## config.mk

```make
export PLATFORM = sky130hd
export DESIGN_NAME = pmu_mode_flags
export DESIGN_NICKNAME = d
export VERILOG_FILES = /design/src/rtl/pmu_mode_flags.sv
export SDC_FILE = /design/constraint.sdc
export NUM_CORES = 1
export LEC_CHECK = 0
export BUFFER_PORTS_ARGS = -buffer_cell sky130_fd_sc_hd__buf_2
export CAP_MARGIN = 20
export CORE_ASPECT_RATIO = 0.8
export CORE_UTILIZATION = 35
export CTS_CLUSTER_SIZE = 10
export DETAILED_ROUTE_END_ITERATION = 6
export PLACE_DENSITY = 0.7
export SLEW_MARGIN = 20
export SYNTH_ARGS = -nofsm -noshare
export SYNTH_HDL_FRONTEND = slang
export SYNTH_SLANG_ARGS = --single-unit
export TNS_END_PERCENT = 1
```

## constraint.sdc

```tcl
create_clock -name clk -period 1.8 [get_ports clk]
set_clock_uncertainty 0.05 [all_clocks]
set_input_delay 0.36 -clock clk [delete_from_list [all_inputs] [get_ports clk]]
set_output_delay 0.36 -clock clk [all_outputs]
set_load 0.03 [all_outputs]
```

## src/rtl/pmu_mode_flags.sv

```systemverilog
module pmu_mode_flags #(
  parameter int WORD_W   = 32,
  parameter int CNT_W    = 5,
  parameter int POS_BASE = 8
) (
  input  logic              clk,
  input  logic              rst,
  input  logic              upd,
  input  logic              merge,
  input  logic              newisa,
  input  logic              ctl_acc0,
  input  logic              ctl_acc1,
  input  logic              ctl_chain,
  input  logic              ctl_fcp,
  input  logic              ctl_fcpc,
  input  logic              ctl_bhdis,
  input  logic              st_pr,
  input  logic              st_hv,
  input  logic [CNT_W-1:0]  cnt_en,
  input  logic [WORD_W-1:0] word_in,
  output logic [5:0]        flags,
  output logic [WORD_W-1:0] own_mask,
  output logic [WORD_W-1:0] word_out
);
  localparam int NFLAG = 6;

  logic              frozen, bh_block, bh_en;
  logic [NFLAG-1:0]  nxt;
  logic [WORD_W-1:0] placed, mask_c;

  always_comb begin
    if (ctl_fcpc) frozen = st_pr & (ctl_fcp ? st_hv : ~st_hv);
    else          frozen = st_pr & ctl_fcp;
  end

  assign bh_block = newisa & (ctl_bhdis | ~st_pr);
  assign bh_en    = ~bh_block & ~frozen;
  assign nxt      = {bh_en, |cnt_en[CNT_W-1:1], |cnt_en, ctl_chain, ctl_acc1, ctl_acc0};

  always_comb begin
    placed = '0;
    mask_c = '0;
    for (int i = 0; i < NFLAG; i++) begin
      placed[POS_BASE+i] = nxt[i];
      mask_c[POS_BASE+i] = 1'b1;
    end
  end

  assign own_mask = mask_c;

  always_ff @(posedge clk) begin
    if (rst) begin
      flags    <= '0;
      word_out <= '0;
    end else if (upd) begin
      flags    <= nxt;
      word_out <= merge ? ((word_in & ~mask_c) | placed) : placed;
    end
  end

  p_copy_r2: assert property (@(posedge clk) disable iff (rst)
    upd |=> flags[2:0] == {$past(ctl_chain), $past(ctl_acc1), $past(ctl_acc0)});
  p_newisa_r3: assert property (@(posedge clk) disable iff (rst)
    (upd && newisa && (ctl_bhdis || !st_pr)) |=> !flags[5]);
  p_fcpc0_r4: assert property (@(posedge clk) disable iff (rst)
    (upd && !newisa && !ctl_fcpc) |=> flags[5] == !($past(ctl_fcp) && $past(st_pr)));
  p_fcpc1_r5: assert property (@(posedge clk) disable iff (rst)
    (upd && !newisa && ctl_fcpc && ctl_fcp) |=> flags[5] == !($past(st_hv) && $past(st_pr)));
  p_fcpc1_r6: assert property (@(posedge clk) disable iff (rst)
    (upd && !newisa && ctl_fcpc && !ctl_fcp) |=> flags[5] == !(!$past(st_hv) && $past(st_pr)));
  p_icnt_r7: assert property (@(posedge clk) disable iff (rst)
    upd |=> flags[3] == ($past(cnt_en) != '0));
  p_other_r8: assert property (@(posedge clk) disable iff (rst)
    upd |=> flags[4] == ($past(cnt_en[CNT_W-1:1]) != '0));
  p_merge_r9: assert property (@(posedge clk) disable iff (rst)
    (upd && merge) |=> (word_out & ~own_mask) == ($past(word_in) & ~own_mask));
  p_full_r10: assert property (@(posedge clk) disable iff (rst)
    (upd && !merge) |=> (word_out & ~own_mask) == '0);
  p_hold_r11: assert property (@(posedge clk) disable iff (rst)
    !upd |=> $stable(word_out) && $stable(flags));
  p_place_r9: assert property (@(posedge clk) disable iff (rst)
    upd |=> ((word_out >> POS_BASE) & 6'h3F) == WORD_W'(flags));
  p_reset_r1: assert property (@(posedge clk)
    rst |=> (word_out == '0) && (flags == '0));
endmodule

```

==> results of run 1 <==
-- worst min-delay path, delay by kind of cell --
kind            cells  cell delay (ps)
compound gates      1               40
simple gates        1               60
buf+inv             1               80
-- sequential cells by signal, indices dropped and copies added, names as in the netlist --
signal,flops
word_out,27
flags,5
-- per-layer routing --
metal,GRT usage,vias up,part of all wire
met5,0,-,0
met4,0.04773,0,0.0095
met3,0.04429,5,0.072
met2,0.1864,60,0.44
met1,0.1551,577,0.47
li1,-,646,-
-- power breakdown --
group	switching (mW)	internal, mW
combinational	0.266	0.111
sequential	0.0136	0.739
clock	0.251	0.305
-- final timing paths --
path	to	startpoint	slack [ps]	depth (start not counted)
setup reg to reg	word_out[13]	word_out[13]	990	2
setup / recovery	flags[3]	flags[3]	560	1
hold / removal	word_out[15]	word_in[15]	250	3
hold reg to reg	flags[4]	flags[4]	460	1
-- cells by family after synthesis --
logic type,Yosys count
AND/OR/NAND/NOR,62
multiplexers,4
buffers and inverters,49
flip-flops,32
AO/OA/AOI/OAI,30
other,2
-- stage by stage --
step           utilization  cell area (um2)
5_1_grt             0.4409             2027
3_3_place_gp        0.4208             1934
4_1_cts             0.4409             2027
2_1_floorplan            -             1790
6_report            0.4409             2027
3_5_place_dp        0.4208             1934
-- cell type report --
cell class,count,area share
Timing Repair Buffer,84,0.2173
Sequential cell,32,0.3160
Tap cell,60,0.03704
Multi-Input combinational cell,128,0.3802
Clock inverter,2,0.004938
Clock buffer,6,0.04074
Inverter,2,0.003704
-- cell usage after synthesis --
library cell / count
sky130_fd_sc_hd__buf_4: 39
sky130_fd_sc_hd__dfxtp_1: 32
sky130_fd_sc_hd__nor2b_1: 24
sky130_fd_sc_hd__a21oi_2: 20
sky130_fd_sc_hd__nor2_2: 20
sky130_fd_sc_hd__nor2_1: 9
sky130_fd_sc_hd__a21oi_1: 6
sky130_fd_sc_hd__buf_2: 4
sky130_fd_sc_hd__and2b_1: 3
sky130_fd_sc_hd__mux2i_1: 3
sky130_fd_sc_hd__buf_12: 2
sky130_fd_sc_hd__conb_1: 2
sky130_fd_sc_hd__inv_1: 2
sky130_fd_sc_hd__nand2_1: 2
sky130_fd_sc_hd__a41o_1: 1
sky130_fd_sc_hd__and2_4: 1
sky130_fd_sc_hd__buf_8: 1
sky130_fd_sc_hd__clkbuf_1: 1
sky130_fd_sc_hd__mux2_1: 1
sky130_fd_sc_hd__nand2b_1: 1
sky130_fd_sc_hd__nor3b_1: 1
sky130_fd_sc_hd__nor4_1: 1
sky130_fd_sc_hd__o211a_1: 1
sky130_fd_sc_hd__o21ai_0: 1
sky130_fd_sc_hd__o221a_1: 1
==> parameters.txt, run 1 <==
Parameter                              Value

Clocking
  Post-CTS setup buffers ... 0
  Number of clock buffers inserted by TritonCTS ... 5
  CTS tree ... built
  Clock Root Buffer ... sky130_fd_sc_hd__clkbuf_8
  Total of hold buffers inserted after clock tree synthesis ... 0
  Clock slew seen by the registers of the worst setup and hold paths ... 70 ps
  Clock sink total ... 32
  Post-cts sizing count ... 0
  CTS Buffer Depth ... 2
  Deepest level of the CTS H-tree ... 2
  Clock Latency Late Sink ... 270 ps

Die
  Initial cell density of the core ... 0.3650
  Die ar. ... 5077 um2
  Die outline height ... 63.93 um
  Row Count ... 22
  DIE WIDTH ... 79.41 um
  Core region area ... 4597 um2
  Boundary pin count ... 120

Synthesis
  Synth Cell Area ... 1678 um2
  Compound-gate portion of the synthesized area ... 0.1439
  Simple-gate portion of the synthesized area ... 0.2192
  Post-synthesis cell type with the largest combined area ... sky130_fd_sc_hd__dfxtp_1
  Yosys warning count ... 0
  Adder-cell area share of the yosys netlist ... 0
  XOR/XNOR share of the synthesized area ... 0
  Count of state elements after synthesis ... 32
  Fraction of synthesized cell area taken by the top area cell type ... 0.3818
  Cell types with the largest area share after synthesis ... sky130_fd_sc_hd__dfxtp_1 (38%), sky130_fd_sc_hd__buf_4 (17%), sky130_fd_sc_hd__a21oi_2 (10%), sky130_fd_sc_hd__nor2b_1 (8.9%), sky130_fd_sc_hd__nor2_2 (7.5%)
  Multiplexer fraction of the synthesized cell area ... 0.02461
  Instance count of the mapped netlist ... 179
  Sequential area share after synthesis ... 0.3818
  Synth cell types ... 25
  Avg Inst Size Synth ... 9.374 um2
  Largest family of logic cells by synthesized area ... buffers and inverters

Detailed routing
  Total Wirelength ... 2944 um
  Vias/cell ... 4.102
  Detail Route Antenna Nets ... 0
  DR DRC count ... 0
  Count of vias placed by the detailed router ... 1288
  1st-iter DRT viols ... 29
  First-pass iteration count of the detailed router ... 2
  Routed wirelength normalized by instance count ... 9.376 um

GRT
  Global Route Usage Sum ... 0.1219
  Global-route wire length before repair ... 4719 um
  Largest net degree at the start of global routing ... 27
  Vias in the first global route ... 1075
  Total grt overflow ... 0
  Initial antenna violation count ... 0

STA
  Sum of negative setup slack ... 0 ps
  Setup repair after global routing missed its margin ... false
  Number of pins exceeding their max-slew limit in the final report ... 0
  Hold Worst Slack ... 251.0 ps
  Final worst path period need ... 1239 ps
  Highest clock rate ... 807.0 MHz
  Final worst slack ... 560.9 ps
  Setup-violating endpoint count in the final report ... 0
  Number of failing hold endpoints at the final stage ... 0
  Final period util ... 0.6884

Placement
  Final Wtd Congestion ... 0.6399
  Input/output buffers ... 81
  HPWL reported at the end of detailed placement ... 2158 um
  Worst setup slack before clock tree synthesis ... 318.2 ps
  Number of placed instances with taps included ... 306

Layout
  Multi-input gate area in the final layout ... 770.7 um2
  Leading cell types in the layout, fill and taps excluded ... sky130_fd_sc_hd__buf_2 (81), sky130_fd_sc_hd__conb_1 (32), sky130_fd_sc_hd__dfxtp_1 (32)
  Net count, final ... 303
  Cell Count, Final, Fillers Out ... 314
  Most common library cell in the layout ignoring fill and taps ... sky130_fd_sc_hd__buf_2
  Share of layout cells above drive strength 1 ... 0.5236
  Fillers ... 470
  Antenna diodes ... 0
  Layout overhead on the synthesized area ... 20.81%
  Area taken by flip-flops and latches ... 640.6 um2

Job
  Max-cap check violation count ... 0

Critical path
  CP max FO ... 3
  Kind of cell adding the most delay to the critical path ... flip-flops
  Max stage delay cell, worst path ... sky130_fd_sc_hd__dfxtp_1
  Combined buffer and inverter count along the critical path ... 1
  CP peak stage delay ... 350 ps
  Required arrival time at the worst endpoint ... 1390 ps
  Critical Path AT ... 830 ps
  Setup crit start kind ... flop
  Category of the most critical setup path ... reg -> out
  Capturing element type of the critical path ... output port
  Cell-by-cell listing of the critical path ... buf_2

Pwr
  Tot Pwr ... 1.685 mW
  IR Drop Worst-Case VDD ... 0.3484 mV
  Leakage power ... 1.033 nW
  Power per Cell Area ... 831.4 nW/um2

Hold path
  Hold Crit Class ... in -> reg

Status
  Outcome ... finished clean
No activity file was read; power rests on OpenSTA's default activity.
==> inputs of run 2 (changes only) <==
- PLACE_DENSITY: 0.7 -> 0.73
- clock period: 1.8 -> 1 ns (I/O delays scaled with it)
==> parameters.txt, run 2 (synthesis results as in run 1) <==
Parameter                              Value

Die
  Core region area ... 4597 um2
  Initial cell density of the core ... 0.3650
  Die outline height ... 63.93 um
  Row Count ... 22
  Boundary pin count ... 120
  DIE WIDTH ... 79.41 um
  Die ar. ... 5077 um2

STA
  Final period util ... 1.032
  Sum of negative setup slack ... -250.5 ps
  Setup-violating endpoint count in the final report ... 12
  Hold Worst Slack ... 87.50 ps
  Final worst path period need ... 1032 ps
  Highest clock rate ... 968.8 MHz
  Number of pins exceeding their max-slew limit in the final report ... 0
  Setup repair after global routing missed its margin ... true
  Number of failing hold endpoints at the final stage ... 0
  Final worst slack ... -32.18 ps

Layout
  Reg with most FFs ... word_out
  Layout overhead on the synthesized area ... 40.19%
  Antenna diodes ... 0
  Cell area after layout ... 2352 um2
  Net count, final ... 305
  Most common library cell in the layout ignoring fill and taps ... sky130_fd_sc_hd__buf_2
  Utilization after layout ... 0.5117
  Cell Count, Final, Fillers Out ... 316
  Multi-input gate area in the final layout ... 778.2 um2
  Share of layout cells above drive strength 1 ... 0.6563
  Fillers ... 447
  Leading cell types in the layout, fill and taps excluded ... sky130_fd_sc_hd__buf_2 (43), sky130_fd_sc_hd__buf_6 (38), sky130_fd_sc_hd__conb_1 (32), sky130_fd_sc_hd__dfxtp_2 (32), sky130_fd_sc_hd__nor2b_1 (23)
  Number of flip-flops in the largest register ... 27
  Largest registers ranked by flip-flop count ... word_out (27), flags (5)
  Area taken by flip-flops and latches ... 680.7 um2

Pwr
  Leakage power ... 1.105 nW
  Power per Cell Area ... 1355 nW/um2
  IR Drop Worst-Case VDD ... 0.7215 mV
  Tot Pwr ... 3.188 mW

Critical path
  Max stage delay cell, worst path ... sky130_fd_sc_hd__dfxtp_2
  Cell-by-cell listing of the critical path ... buf_6
  Category of the most critical setup path ... reg -> out
  Required arrival time at the worst endpoint ... 750 ps
  CP peak stage delay ... 360 ps
  Combined buffer and inverter count along the critical path ... 1
  Setup crit start kind ... flop
  CP max FO ... 3
  Capturing element type of the critical path ... output port
  Critical Path AT ... 780 ps
  Kind of cell adding the most delay to the critical path ... flip-flops

Detailed routing
  DR DRC count ... 0
  Count of vias placed by the detailed router ... 1323
  First-pass iteration count of the detailed router ... 4
  Routed wirelength normalized by instance count ... 10.57 um
  Total Wirelength ... 3341 um
  1st-iter DRT viols ... 19
  Vias/cell ... 4.187
  Detail Route Antenna Nets ... 0

GRT
  Global-route wire length before repair ... 5754 um
  Global Route Usage Sum ... 0.1484
  Vias in the first global route ... 1317
  Total grt overflow ... 0
  Largest net degree at the start of global routing ... 27
  Initial antenna violation count ... 0

Placement
  HPWL reported at the end of detailed placement ... 2295 um
  Placed cell areas ... 1982 um2
  Worst setup slack before clock tree synthesis ... -132.9 ps
  Number of placed instances with taps included ... 308
  Input/output buffers ... 81
  Final Wtd Congestion ... 0.6263

Status
  Outcome ... finished with violations
  Violated checks ... setup timing

Clocking
  Deepest level of the CTS H-tree ... 2
  CTS Buffer Depth ... 2
  Clock sink total ... 32
  Total of hold buffers inserted after clock tree synthesis ... 0
  Post-cts sizing count ... 108
  CTS tree ... built
  Post-CTS setup buffers ... 0
  Clock Latency Late Sink ... 280 ps
  Clock slew seen by the registers of the worst setup and hold paths ... 70 ps
  Number of clock buffers inserted by TritonCTS ... 5
  Clock Root Buffer ... sky130_fd_sc_hd__clkbuf_8

Job
  Max-cap check violation count ... 0

Hold path
  Hold Crit Class ... in -> reg
## run 2: cell count changes in the layout (fill, tap and decap cells not counted), sizes merged
cell,before,now
buf,84,86
## run 2: final timing paths
path,startpoint,to,slack [ps],cells after the start
worst max-delay path,flags[3],word_out[11],-30,1
worst max register to register,word_out[13],word_out[13],180,2
worst min register to register,flags[4],flags[4],470,1
worst min-delay path,word_in[14],word_out[14],90,3
## run 2: where the power goes
| group | leakage [nW] | switching (mW) | internal [mW] |
|---|---|---|---|
| Sequential | 0.275 | 0.0426 | 1.34 |
| Combinational | 0.779 | 0.487 | 0.300 |
| Clock | 0.0510 | 0.468 | 0.548 |
| Total | 1.11 | 0.998 | 2.19 |
## run 2: routing by layer
metal	vias up	wire length, um	GRT usage
met3	8	183	0.04143
met4	0	57	0.06818
met1	610	1391	0.1538
li1	651	-	-
met5	-	0	0
met2	54	1709	0.2748
## run 2: worst reg2reg max path, stage by stage (launching register included)
cell	delay [ps]
sky130_fd_sc_hd__dfxtp_2	330
sky130_fd_sc_hd__nor3b_1	130
sky130_fd_sc_hd__a41o_1	190
## run 2: layout make-up
cell class | instances | area share
timing repair buffer | 86 | 0.3053
sequential | 32 | 0.2894
tap | 60 | 0.03191
clock inverter | 2 | 0.004255
inverter | 2 | 0.003191
multi-input combinational | 128 | 0.3309
clock buffer | 6 | 0.03511
